### src/rtl/nec_pkg.sv
package nec_pkg;

   typedef enum logic [1:0] {
      SEL_CAPT = 2'd0,
      SEL_ENAB = 2'd1,
      SEL_ACTV = 2'd2,
      SEL_NONE = 2'd3
   } reg_sel_e;

endpackage

### src/rtl/nec_edge.sv
module nec_edge #(
   parameter int W           = 16,
   parameter int SYNC_STAGES = 1
) (
   input  logic         clk,
   input  logic         rst_n,
   input  logic [W-1:0] sig_in,
   output logic [W-1:0] rise
);
   localparam int LAST = SYNC_STAGES - 1;

   logic [SYNC_STAGES-1:0][W-1:0] sync_q;
   logic [W-1:0]                  hist_q;

   genvar k;
   generate
      for (k = 0; k < SYNC_STAGES; k++) begin : g_stage
         if (k == 0) begin : g_first
            always_ff @(posedge clk or negedge rst_n) begin
               if (!rst_n) sync_q[k] <= '0;
               else        sync_q[k] <= sig_in;
            end
         end else begin : g_chain
            always_ff @(posedge clk or negedge rst_n) begin
               if (!rst_n) sync_q[k] <= '0;
               else        sync_q[k] <= sync_q[k-1];
            end
         end
      end
   endgenerate

   always_ff @(posedge clk or negedge rst_n) begin
      if (!rst_n) hist_q <= '0;
      else        hist_q <= sync_q[LAST];
   end

   assign rise = sync_q[LAST] & ~hist_q;

   // a level held high gives one pulse only
   assert_single_pulse_R2: assert property (@(posedge clk) disable iff (!rst_n)
      (|rise) |=> ((rise & $past(rise)) == '0));

endmodule

### src/rtl/nec_first.sv
module nec_first #(
   parameter int W = 16,
   localparam int IW = (W > 1) ? $clog2(W) : 1
) (
   input  logic [W-1:0]  vec,
   output logic          hit,
   output logic [IW-1:0] idx
);
   always_comb begin
      idx = '0;
      for (int k = W - 1; k >= 0; k--) begin
         if (vec[k]) idx = IW'(k);
      end
   end

   assign hit = |vec;

   always_comb begin
      if (hit) assert_idx_set_R7: assert (vec[idx]);
   end

endmodule

### src/rtl/nec_capture.sv
module nec_capture #(
   parameter int W = 16
) (
   input  logic         clk,
   input  logic         rst_n,
   input  logic [W-1:0] rise,
   input  logic [W-1:0] enab,
   input  logic         wr_en,
   input  logic [W-1:0] wdata,
   input  logic [W-1:0] take,
   output logic [W-1:0] capt_q
);
   logic [W-1:0] capt_d;

   genvar i;
   generate
      for (i = 0; i < W; i++) begin : g_bit
         logic keep;
         assign keep      = (wr_en && !enab[i]) ? wdata[i] : capt_q[i];
         assign capt_d[i] = rise[i] | (keep & ~take[i]);
      end
   endgenerate

   always_ff @(posedge clk or negedge rst_n) begin
      if (!rst_n) capt_q <= '0;
      else        capt_q <= capt_d;
   end

   assert_take_clears_R3: assert property (@(posedge clk) disable iff (!rst_n)
      (|take) |=> ((capt_q & $past(take) & ~$past(rise)) == '0));

   assert_enabled_locked_R5: assert property (@(posedge clk) disable iff (!rst_n)
      wr_en |=> (((capt_q ^ $past(capt_q)) & $past(enab) & ~$past(take) & ~$past(rise)) == '0));

endmodule

### src/rtl/evt_nest_ctrl.sv
module evt_nest_ctrl #(
   parameter int NUM_EVT     = 16,
   parameter int GP_BASE     = 7,
   parameter int SYNC_STAGES = 1,
   localparam int IW = $clog2(NUM_EVT)
) (
   input  logic               clk,
   input  logic               rst_n,
   input  logic [NUM_EVT-1:0] evt_in,
   input  logic               sup_mode,
   input  logic               reg_we,
   input  logic [1:0]         reg_sel,
   input  logic [NUM_EVT-1:0] reg_wdata,
   output logic [NUM_EVT-1:0] reg_rdata,
   input  logic               gie_on,
   input  logic               gie_off,
   output logic               irq_req,
   output logic [IW-1:0]      irq_idx,
   input  logic               irq_accept,
   input  logic               irq_return
);
   import nec_pkg::*;

   generate
      if (NUM_EVT < 2 || NUM_EVT > 32) begin : g_bad_num
         $error("NUM_EVT must be within 2..32");
      end
      if (GP_BASE < 0 || GP_BASE > NUM_EVT) begin : g_bad_gp
         $error("GP_BASE must be within 0..NUM_EVT");
      end
      if (SYNC_STAGES < 1) begin : g_bad_sync
         $error("SYNC_STAGES must be at least 1");
      end
   endgenerate

   localparam logic [NUM_EVT-1:0] ONE = NUM_EVT'(1);

   reg_sel_e           sel;
   logic               wr_ok;
   logic [NUM_EVT-1:0] rise;
   logic [NUM_EVT-1:0] capt_q;
   logic [NUM_EVT-1:0] enab_q;
   logic [NUM_EVT-1:0] actv_q, actv_d;
   logic               gie_q;
   logic [NUM_EVT-1:0] gate;
   logic [NUM_EVT-1:0] ready;
   logic               cand_hit, actv_hit;
   logic [IW-1:0]      cand_idx, actv_idx;
   logic [NUM_EVT-1:0] req_oh, take_oh, top_oh, req_upto;

   assign sel   = reg_sel_e'(reg_sel);
   assign wr_ok = reg_we && sup_mode;

   nec_edge #(.W(NUM_EVT), .SYNC_STAGES(SYNC_STAGES)) u_edge (
      .clk    (clk),
      .rst_n  (rst_n),
      .sig_in (evt_in),
      .rise   (rise)
   );

   nec_capture #(.W(NUM_EVT)) u_capt (
      .clk    (clk),
      .rst_n  (rst_n),
      .rise   (rise),
      .enab   (enab_q),
      .wr_en  (wr_ok && sel == SEL_CAPT),
      .wdata  (reg_wdata),
      .take   (take_oh),
      .capt_q (capt_q)
   );

   // enable register
   always_ff @(posedge clk or negedge rst_n) begin
      if (!rst_n)                        enab_q <= '0;
      else if (wr_ok && sel == SEL_ENAB) enab_q <= reg_wdata;
   end

   // global enable for general-purpose levels, clear wins
   always_ff @(posedge clk or negedge rst_n) begin
      if (!rst_n)      gie_q <= 1'b0;
      else if (gie_off) gie_q <= 1'b0;
      else if (gie_on)  gie_q <= 1'b1;
   end

   genvar g;
   generate
      for (g = 0; g < NUM_EVT; g++) begin : g_gate
         if (g < GP_BASE) begin : g_core
            assign gate[g] = 1'b1;
         end else begin : g_gp
            assign gate[g] = gie_q;
         end
      end
   endgenerate

   assign ready = capt_q & enab_q & gate;

   nec_first #(.W(NUM_EVT)) u_cand (
      .vec (ready),
      .hit (cand_hit),
      .idx (cand_idx)
   );

   nec_first #(.W(NUM_EVT)) u_top (
      .vec (actv_q),
      .hit (actv_hit),
      .idx (actv_idx)
   );

   assign irq_req  = cand_hit && (!actv_hit || cand_idx < actv_idx);
   assign irq_idx  = cand_idx;
   assign req_oh   = ONE << cand_idx;
   assign take_oh  = (irq_accept && irq_req) ? req_oh : '0;
   assign top_oh   = actv_hit ? (ONE << actv_idx) : '0;
   assign req_upto = req_oh | (req_oh - ONE);

   // active (nesting) register
   always_comb begin
      actv_d = actv_q;
      if (irq_return) actv_d = actv_d & ~top_oh;
      actv_d = actv_d | take_oh;
   end

   always_ff @(posedge clk or negedge rst_n) begin
      if (!rst_n) actv_q <= '0;
      else        actv_q <= actv_d;
   end

   // register read port
   always_comb begin
      reg_rdata = '0;
      if (sup_mode) begin
         unique case (sel)
            SEL_CAPT: reg_rdata = capt_q;
            SEL_ENAB: reg_rdata = enab_q;
            SEL_ACTV: reg_rdata = actv_q;
            SEL_NONE: reg_rdata = '0;
         endcase
      end
   end

   assert_req_enabled_R4: assert property (@(posedge clk) disable iff (!rst_n)
      irq_req |-> ((enab_q & capt_q & req_oh) != '0));

   assert_gp_gated_R6: assert property (@(posedge clk) disable iff (!rst_n)
      (irq_req && !gie_q) |-> (int'(irq_idx) < GP_BASE));

   assert_preempt_only_R7: assert property (@(posedge clk) disable iff (!rst_n)
      irq_req |-> ((actv_q & req_upto) == '0));

   assert_accept_nests_R8: assert property (@(posedge clk) disable iff (!rst_n)
      (irq_accept && irq_req && !irq_return) |=>
         ((actv_q & ($past(actv_q) | $past(req_oh))) == ($past(actv_q) | $past(req_oh))));

   assert_return_one_R9: assert property (@(posedge clk) disable iff (!rst_n)
      (irq_return && !irq_accept && actv_q != '0) |=>
         ($countones(actv_q) == $countones($past(actv_q)) - 1));

   assert_user_reads_zero_R10: assert property (@(posedge clk) disable iff (!rst_n)
      !sup_mode |-> (reg_rdata == '0));

endmodule

### config.mk
export PLATFORM = sky130hd
export DESIGN_NAME = evt_nest_ctrl
export DESIGN_NICKNAME = d
export VERILOG_FILES = /design/src/rtl/nec_pkg.sv /design/src/rtl/nec_edge.sv /design/src/rtl/nec_first.sv /design/src/rtl/nec_capture.sv /design/src/rtl/evt_nest_ctrl.sv
export SDC_FILE = /design/constraint.sdc
export NUM_CORES = 1
export LEC_CHECK = 0
export BUFFER_PORTS_ARGS = -buffer_cell sky130_fd_sc_hd__clkbuf_2
export CAP_MARGIN = 5
export CELL_PAD_IN_SITES_DETAIL_PLACEMENT = 0
export CELL_PAD_IN_SITES_GLOBAL_PLACEMENT = 1
export CORE_ASPECT_RATIO = 0.75
export CORE_UTILIZATION = 25
export DETAILED_ROUTE_END_ITERATION = 8
export PLACE_DENSITY = 0.5
export SYNTH_ARGS = -nofsm -noshare
export SYNTH_HDL_FRONTEND = slang
export SYNTH_SLANG_ARGS = --single-unit
### constraint.sdc
create_clock -name clk -period 4.4 [get_ports clk]
set_clock_uncertainty 0.05 [all_clocks]
set_input_delay 0.22 -clock clk [delete_from_list [all_inputs] [get_ports clk]]
set_output_delay 0.22 -clock clk [all_outputs]
set_load 0.01 [all_outputs]
* Word level (Yosys, flattened, before mapping) *
Index checks and enable logic that the tools add are counted.
Widths: inputs -> output; s select.

storage, ports and cells
  register bits after elaboration = 81
  output and inout port bits = 21
  word-level logic and storage cells = 165

operators by class
  magnitude comparators = 1
  eq/ne operators = 3
  shifts and indexed selects = 2
  mux-type cells = 55
  bitwise operators = 55
  reductions and logical operators = 43

operator list
  kind                  count
  $mux 4                32
  $and 16x16->16        4
  $mux 16               4
  $pmux 16 s4           1
  $not 16->16           2
  $reduce_or 16->1      2
  $shl 1x4->16 const A  2
  $logic_and 1x1->1     21
  $mux 1                18
  $logic_not 1->1       17
  $and 1x1->1           16
  $not 1->1             16
  $or 1x1->1            16
  $or 16x16->16         1
  $eq 2x2->1 const B    2
  $lt 4x4->1            1
  $eq 2x1->1 const B    1
  $logic_not 2->1       1
  $reduce_bool 2->1     1
  $logic_or 1x1->1      1

* Longest topological paths before layout *
Gate-level depths: netlist (run 1).

  word-level depth = 26
  mapped depth = 15
  mapped depth without buffers = 13

* Hierarchy *
A second synthesis (run 1) with hierarchy kept.

second synthesis, totals
  cell total of the unflattened synthesis = 427
  area total of the unflattened synthesis = 4385.5 um^2

by module, submodules not included
  module         instances  cells an instance  area an instance (um^2)  seq. area each (um^2)
  evt_nest_ctrl  1          228                2098.3                   825.8
  nec_edge       1          48                 1021.0                   800.8
  nec_capture    1          83                 913.4                    400.4
  nec_first      2          34                 176.4                    0.0

* Least setup slack after synthesis (run 1) *
OpenSTA, ideal clock, no wires.

  kind = reg2out
  start point = register enab_q[9]
  end point = output port irq_req
  arrival = 3.070 ns
  data required time = 4.130 ns
  path slack = 1.060 ns
  stages on the path, launching flop included = 14
  buffers on the path = 2
  cell sequence = dfrtp_1 a22o_1 a31oi_1 o21ai_0 a21oi_1 ha_1 a21o_1 a211o_1 a221o_1 a211oi_2 a21oi_1 buf_6 buf_6 a21oi_1

between the ends
  longest elaborated chain between the ends = 15
  elaborated cells between the ends (all ways) = 16
  those cells by class = order compare (1); mux (10); bitwise (2); reduce/logical (3)

ends and longest elaborated chain
  what                          RTL line              text
  start, declared               evt_nest_ctrl.sv:42   logic [NUM_EVT-1:0] enab_q;
  start signal, assigned        evt_nest_ctrl.sv:75   else if (wr_ok && sel == SEL_ENAB) enab_q <= reg_wdata;
  $and 16x16->16 (2 in series)  evt_nest_ctrl.sv:96   assign ready = capt_q & enab_q & gate;
  $mux 4 (10 in series)         nec_first.sv:12       if (vec[k]) idx = IW'(k);
  named net irq_idx[1]          evt_nest_ctrl.sv:18   output logic [IW-1:0] irq_idx,
  $lt 4x4->1                    evt_nest_ctrl.sv:110  assign irq_req = cand_hit && (!actv_hit || cand_idx < actv_idx);
  $logic_or 1x1->1              evt_nest_ctrl.sv:110
  $logic_and 1x1->1             evt_nest_ctrl.sv:110
  end, declared                 evt_nest_ctrl.sv:17   output logic irq_req,

The timed path passes the listed nets, and every way through them passes these cells.

* Final worst setup path (run 1) *
  start point = register gie_q
  end point = register u_capt.capt_q[13]

between the ends
  longest elaborated chain between the ends = 25
  elaborated cells between the ends (all ways) = 27
  those cells by class = order compare (1); shift (1); mux (17); bitwise (4); reduce/logical (4)

ends and longest elaborated chain
  what                         RTL line              text
  start, declared              evt_nest_ctrl.sv:44   logic gie_q;
  start signal, assigned       evt_nest_ctrl.sv:80   if (!rst_n) gie_q <= 1'b0;
  start signal, assigned       evt_nest_ctrl.sv:81   else if (gie_off) gie_q <= 1'b0;
  start signal, assigned       evt_nest_ctrl.sv:82   else if (gie_on) gie_q <= 1'b1;
  $and 16x16->16 (*)           evt_nest_ctrl.sv:96
  $mux 4 (16 in series)        nec_first.sv:12
  $lt 4x4->1                   evt_nest_ctrl.sv:110
  $logic_or 1x1->1             evt_nest_ctrl.sv:110
  $logic_and 1x1->1            evt_nest_ctrl.sv:110
  $logic_and 1x1->1            evt_nest_ctrl.sv:113  assign take_oh = (irq_accept && irq_req) ? req_oh : '0;
  $mux 16 (*)                  evt_nest_ctrl.sv:113
  $not 1->1 (*)                nec_capture.sv:20     assign capt_d[i] = rise[i] | (keep & ~take[i]);
  $and 1x1->1 (*)              nec_capture.sv:20
  $or 1x1->1 (*)               nec_capture.sv:20
  named net u_capt.capt_d[13]  nec_capture.sv:13     logic [W-1:0] capt_d;
  end signal, assigned         nec_capture.sv:26     else capt_q <= capt_d;
  end, declared                nec_capture.sv:11     output logic [W-1:0] capt_q

Mark *: on every way through the listed nets, which the timed path passes. The rest lies on a longest branch.
A chain may end at the register's enable or synchronous reset.

==> results of run 1 <==
cell usage after synthesis, drive strengths merged, types with 4 or more instances:
library cell  number
nor2              30
inv               22
nand2b             8
o21ai             48
nand3              8
or2                4
a221oi             4
a21oi              5
mux2i             31
a22o               5
nor4               7
dfrtp             81
mux2              16
o22ai             16
nor3              13
nand2             37
clkbuf             7
buf                7
and2              18
repair_timing:
item	CTS	global route
hold endpoints to repair	53	0
hold buffers	18	0
buffers inserted	0	0
resized for setup	0	0
registers in the layout, summed over array words and instances, names as in the netlist:
name	cells
actv_q	16
enab_q	16
u_capt.capt_q	16
u_edge.hist_q	16
u_edge.sync_q	16
gie_q	1
critical path: cells and delay by family, from the launching register on:
kind                       cells  cell delay (ns)
AOI/OAI and AO/OA             10             2.21
adders and majority gates      1             0.35
buffers and inverters          1             0.25
DFF                            1             0.50
and+or+nand+nor                1             0.49
metrics by stage:
stage	instances	power, mW
CTS	697	3.33
detailed placement	664	2.47
global placement	664	2.47
floorplan	407	2.03
global route	697	3.52
finish	697	3.29
report_power, final:
part,total (mW),switching [mW],internal (mW)
clock,0.822,0.324,0.498
sequential,1.09,0.206,0.882
combinational,1.38,0.860,0.522
cell type report:
type	instances	area (µm²)	area share, %
clock buffer	9	225	4.42
inverter	22	82.6	1.62
multi-input combinational	290	1880	37.0
timing repair buffer	84	523	10.3
tap	205	256	5.04
sequential	81	2030	39.8
clock inverter	6	92.6	1.82
kinds of logic after synthesis:
kind of cell	Yosys count
buf+inv	36
fa+ha+maj	3
mux	47
flops	81
compound gates	102
simple gates	138
metal layers:
| metal | track usage [%] | vias up | wire length, µm |
|---|---|---|---|
| met3 | 4.55 | 13 | 595 |
| met4 | 4.69 | 0 | 158 |
| met2 | 22.3 | 93 | 5370 |
| met1 | 25.5 | 1688 | 7000 |
| met5 | 0 | - | 0 |
| li1 | - | 1625 | - |
final timing paths:
kind / slack [ns] / cells after the start / startpoint / to
max: 0.41 / 13 / gie_q$_DFFE_PN0P_ / u_capt.capt_q[13]$_DFF_PN0_
min: 0.07 / 2 / reg_wdata[0] / enab_q[0]$_DFFE_PN0P_
max reg2reg: 0.41 / 13 / gie_q$_DFFE_PN0P_ / u_capt.capt_q[13]$_DFF_PN0_
min reg2reg: 0.32 / 0 / u_edge.sync_q[0]$_DFF_PN0_ / u_edge.hist_q[0]$_DFF_PN0_
max in group asynchronous: 2.99 / 3 / rst_n / u_capt.capt_q[15]$_DFF_PN0_
min in group asynchronous: 0.33 / 2 / rst_n / actv_q[3]$_DFF_PN0_
==> flow_summary.yaml, run 1 <==
outcome:
  status: "finished, final reports clean"
grt:
  grt_pass1_vias: 3404
  grt_pass1_wl_um: 20400
  grt_max_degree: 46
  antenna_found_initial: 0
  track_usage_pct: 16.7
  gr-total-overflow: 0
timing:
  setup_viol: 0
  setup_tns_ns: 0
  holdWs_ns: 0.0693
  setup_ws_ns: 0.410
  finalMaxSlewViolations: 0
  layout_worst_path_cycle_share_pct: 90.7
  maxClockFrequency_mhz: 251
  hold_violations: 0
  slew_headroom_pct: 30.6
  rsz0062_at_grt: "no"
  worst_pin_slew_ns: 1.04
  min_period_ns: 3.99
layout:
  fillers: 1621
  fin_area_um2: 5090
  final_cell_mix: "dfrtp_1, clkbuf_2, nand2_1"
  final_common_cell: "dfrtp_1"
  fin_util_pct: 32.7
  syn_to_final_growth_pct: 25.1
  nets: 533
  layout-drive-gt1-share_pct: 21.5
  n_antenna_cell: 0
floorplanning:
  fp.dieH_um: 112
  rows: 39
  die_x_um: 149
  initial_core_util_pct: 26.1
  die_area_um2: 16800
  core_area_um2: 15600
  io-pin-count: 63
setup_path:
  crit_chain: "a32oi_1, a31oi_1, o21ai_0, a21oi_1, ha_1, a21o_1, a211o_1, a221o_1, a211oi_2, a21oi_1, buf_4, nor4_1, o22ai_1"
  path_max_fanout: 15
  slowest_stage: "dfrtp_1"
  worstPathRequired_ns: 4.55
  cpMostUsedCell: "a21oi_1"
  cp_slowest_stage_delay_ns: 0.50
  critPathKind: "flip-flop to flip-flop"
  cp-end-kind: "flip-flop"
  worst_setup_path_start_kind: "flip-flop"
  worstPathArrival_ns: 4.14
synthesis:
  yosysTopAreaCell: "dfrtp_1"
  synth_xor_area_share_pct: 0
  synth_mux_area_share_pct: 12.1
  ys_ff_latch: 81
  yosys-top-cells-area: "dfrtp_1, mux2i_1, o21ai_0"
  synthArstFlopShare_pct: 100
  synth_compound_area_share_pct: 16.0
  synth-seq-area-share_pct: 49.8
  synth_top_cell_area_share_pct: 49.8
  synth_warnings: 0
  synth_simple_gate_area_share_pct: 17.3
  synth_edf_count: 0
  yosys.area_share.adder_pct: 0.923
  syn_avg_cell_area_um2: 9.99
  synth_top_family_by_area: "simple AND/OR/NAND/NOR gates"
  syn_nets: 452
  synth_area_um2: 4070
  syn_inst: 407
  synth_cell_types: 51
  synth_flop_cell: "dfrtp_1"
drt:
  wire_per_inst_um: 18.8
  routed-via-count: 3419
  drc: 0
  wl_um: 13100
  ant_nets: 0
  via_per_inst: 4.91
  firstDrtPassIters: 4
  drt_first_iter_violations: 202
clocking:
  clock_latency_ns: 0.35
  clockRootBuffer: "clkbuf_16"
  cts_buffers: 9
  htreeDepth: 3
  clkSlewWorstSetupHoldPaths_ns: 0.07
  cts_buffer_depth: 2
  cts_num_sinks: 81
  cts_tree: "built"
pwr:
  vdd_ir_drop_max_mv: 0.321
  powerDensity_nw_per_um2: 647
  total_leakage_power_nw: 2.26
placed_design:
  placed_area_um2: 4590
  dp_hpwl_um: 9710
  dp_slack_ns: 0.436
  place_congestion: 0.811
  io_buffers: 62
hold_path:
  worstHoldPathType: "input port to flip-flop"
run:
  maxCapViolations: 0
(Power assumes the default switching activity.)
==> inputs of run 2 (changes only) <==
Settings changed: PLACE_DENSITY 0.5 to not set, PLACE_DENSITY_LB_ADDON set to 0.1.
==> run 2 against run 1 <==
The flow now finishes with violations (hold timing). Register-to-register slack improved by 0.15 ns. Routed wire length fell by 3.5%. Flip-flop and latch count did not move. Setup slack got worse by 0.022 ns. Global-route usage fell by 0.51 points. Worst hold slack got worse by 0.081 ns. Via count fell by 2.6%. Critical path type is now flip-flop to primary output.
==> flow_summary.yaml, run 2 (synthesis results as in run 1) <==
setup_path:
  worstPathArrival_ns: 3.74
  worst-path-buf-inv: 2
  cpMostUsedCell: "a21oi_1"
  crit_chain: "a32oi_1, a31oi_1, o21ai_0, a21oi_1, ha_1, a21o_1, a211o_1, a221o_1, a211oi_2, a21oi_1, buf_4, a21oi_1, clkbuf_2"
  reg2reg_depth: 13
  critPathKind: "flip-flop to primary output"
  cp_slowest_stage_delay_ns: 0.50
  r2r_slack_ns: 0.56
  worst_setup_path_start_kind: "flip-flop"
  path_max_fanout: 20
  cp_top_family: "compound AO/OA/AOI/OAI gates"
  slowest_stage: "dfrtp_1"
  reg2reg_from: "gie_q$_DFFE_PN0P_"
  cp-end-kind: "primary output"
  worst_r2r_endpoint: "u_capt.capt_q[13]$_DFF_PN0_"
  worstPathRequired_ns: 4.13
drt:
  via_per_inst: 4.80
  wl_um: 12700
  drc: 0
  firstDrtPassIters: 4
  ant_nets: 0
  wire_per_inst_um: 18.3
  drt_first_iter_violations: 223
  routed-via-count: 3331
placed_design:
  place_congestion: 0.823
  dp_cells: 662
  dp_slack_ns: 0.549
  dp_hpwl_um: 9420
  io_buffers: 62
  placed_area_um2: 4580
timing:
  worst_pin_slew_ns: 1.05
  setup_viol: 0
  setup_tns_ns: 0
  min_period_ns: 4.01
  setup_ws_ns: 0.388
  slew_headroom_pct: 30.0
  rsz0062_at_grt: "no"
  layout_worst_path_cycle_share_pct: 91.2
  hold_violations: 16
  finalMaxSlewViolations: 0
  holdWs_ns: -0.0121
  maxClockFrequency_mhz: 249
clocking:
  cts_num_sinks: 81
  cts_buffers: 9
  cts_buffer_depth: 2
  cts.hold.buffers_added: 17
  cts_resized: 0
  htreeDepth: 3
  clkSlewWorstSetupHoldPaths_ns: 0.06
  clock_latency_ns: 0.35
  cts_tree: "built"
  clockRootBuffer: "clkbuf_16"
  post_cts_buffers: 0
floorplanning:
  fp.dieH_um: 112
  io-pin-count: 63
  die_x_um: 149
  initial_core_util_pct: 26.1
  core_area_um2: 15600
  rows: 39
  die_area_um2: 16800
grt:
  gr-total-overflow: 0
  antenna_found_initial: 0
  track_usage_pct: 16.1
  grt_pass1_wl_um: 19800
  grt_max_degree: 82
  grt_pass1_vias: 3363
pwr:
  powerDensity_nw_per_um2: 644
  p_total_mw: 3.25
  total_leakage_power_nw: 2.24
  vdd_ir_drop_max_mv: 0.235
layout:
  finalNonFillerCells: 694
  syn_to_final_growth_pct: 24.3
  nets: 530
  n_antenna_cell: 0
  final_cell_mix: "dfrtp_1, clkbuf_2, nand2_1"
  fin_util_pct: 32.5
  fillers: 1613
  fin_area_um2: 5060
  final_common_cell: "dfrtp_1"
  layout-drive-gt1-share_pct: 21.3
outcome:
  status: "complete, but fails checks"
  violations: "hold timing"
run:
  maxCapViolations: 0
hold_path:
  worstHoldPathType: "input port to asynchronous set/reset pin"
## run 2: cell types whose count changed in the layout (fill, tap and decap cells not counted)
| cell | before | now |
|---|---|---|
| clkinv_2 | 1 | 3 |
| dlygate4sd3_1 | 18 | 17 |
| buf_4 | 5 | 3 |
| inv_8 | 1 | 0 |
| clkinvlp_4 | 1 | 0 |
## run 2: area by class of cell
| type | instances | area [µm²] | share of cell area [%] |
|---|---|---|---|
| Sequential cell | 81 | 2030 | 40.1 |
| Multi-Input combinational cell | 290 | 1880 | 37.2 |
| Timing Repair Buffer | 81 | 498 | 9.85 |
| Tap cell | 205 | 256 | 5.07 |
| Clock buffer | 9 | 225 | 4.45 |
| Clock inverter | 6 | 83.8 | 1.66 |
| Inverter | 22 | 82.6 | 1.63 |
## run 2: worst max-delay path by stage
stage	startpoint	endpoint	slack [ns]	cells past startpoint
after floorplan	enab_q[9]$_DFFE_PN0P_	irq_req	1.06	13
after global placement	gie_q$_DFFE_PN0P_	u_capt.capt_q[13]$_DFF_PN0_	0.53	13
after detailed placement	gie_q$_DFFE_PN0P_	u_capt.capt_q[13]$_DFF_PN0_	0.55	13
after CTS	gie_q$_DFFE_PN0P_	irq_req	0.36	13
after global routing	gie_q$_DFFE_PN0P_	irq_req	0.08	13
final	gie_q$_DFFE_PN0P_	irq_req	0.39	13
## run 2: power by group
group | switching [mW] | internal [mW] | total (mW)
clock | 0.301 | 0.491 | 0.792
sequential | 0.213 | 0.882 | 1.10
combinational | 0.851 | 0.516 | 1.37
total | 1.36 | 1.89 | 3.25
## run 2: metal layers
layer / up-vias / global-route usage, % / wire length, µm / part of all wire, %
met1: 1628 / 23.8 / 6540 / 52
met3: 10 / 3.21 / 543 / 4.3
met5: - / 0 / 0 / 0
li1: 1619 / - / - / -
met4: 0 / 5.10 / 168 / 1.3
met2: 74 / 23.5 / 5420 / 43
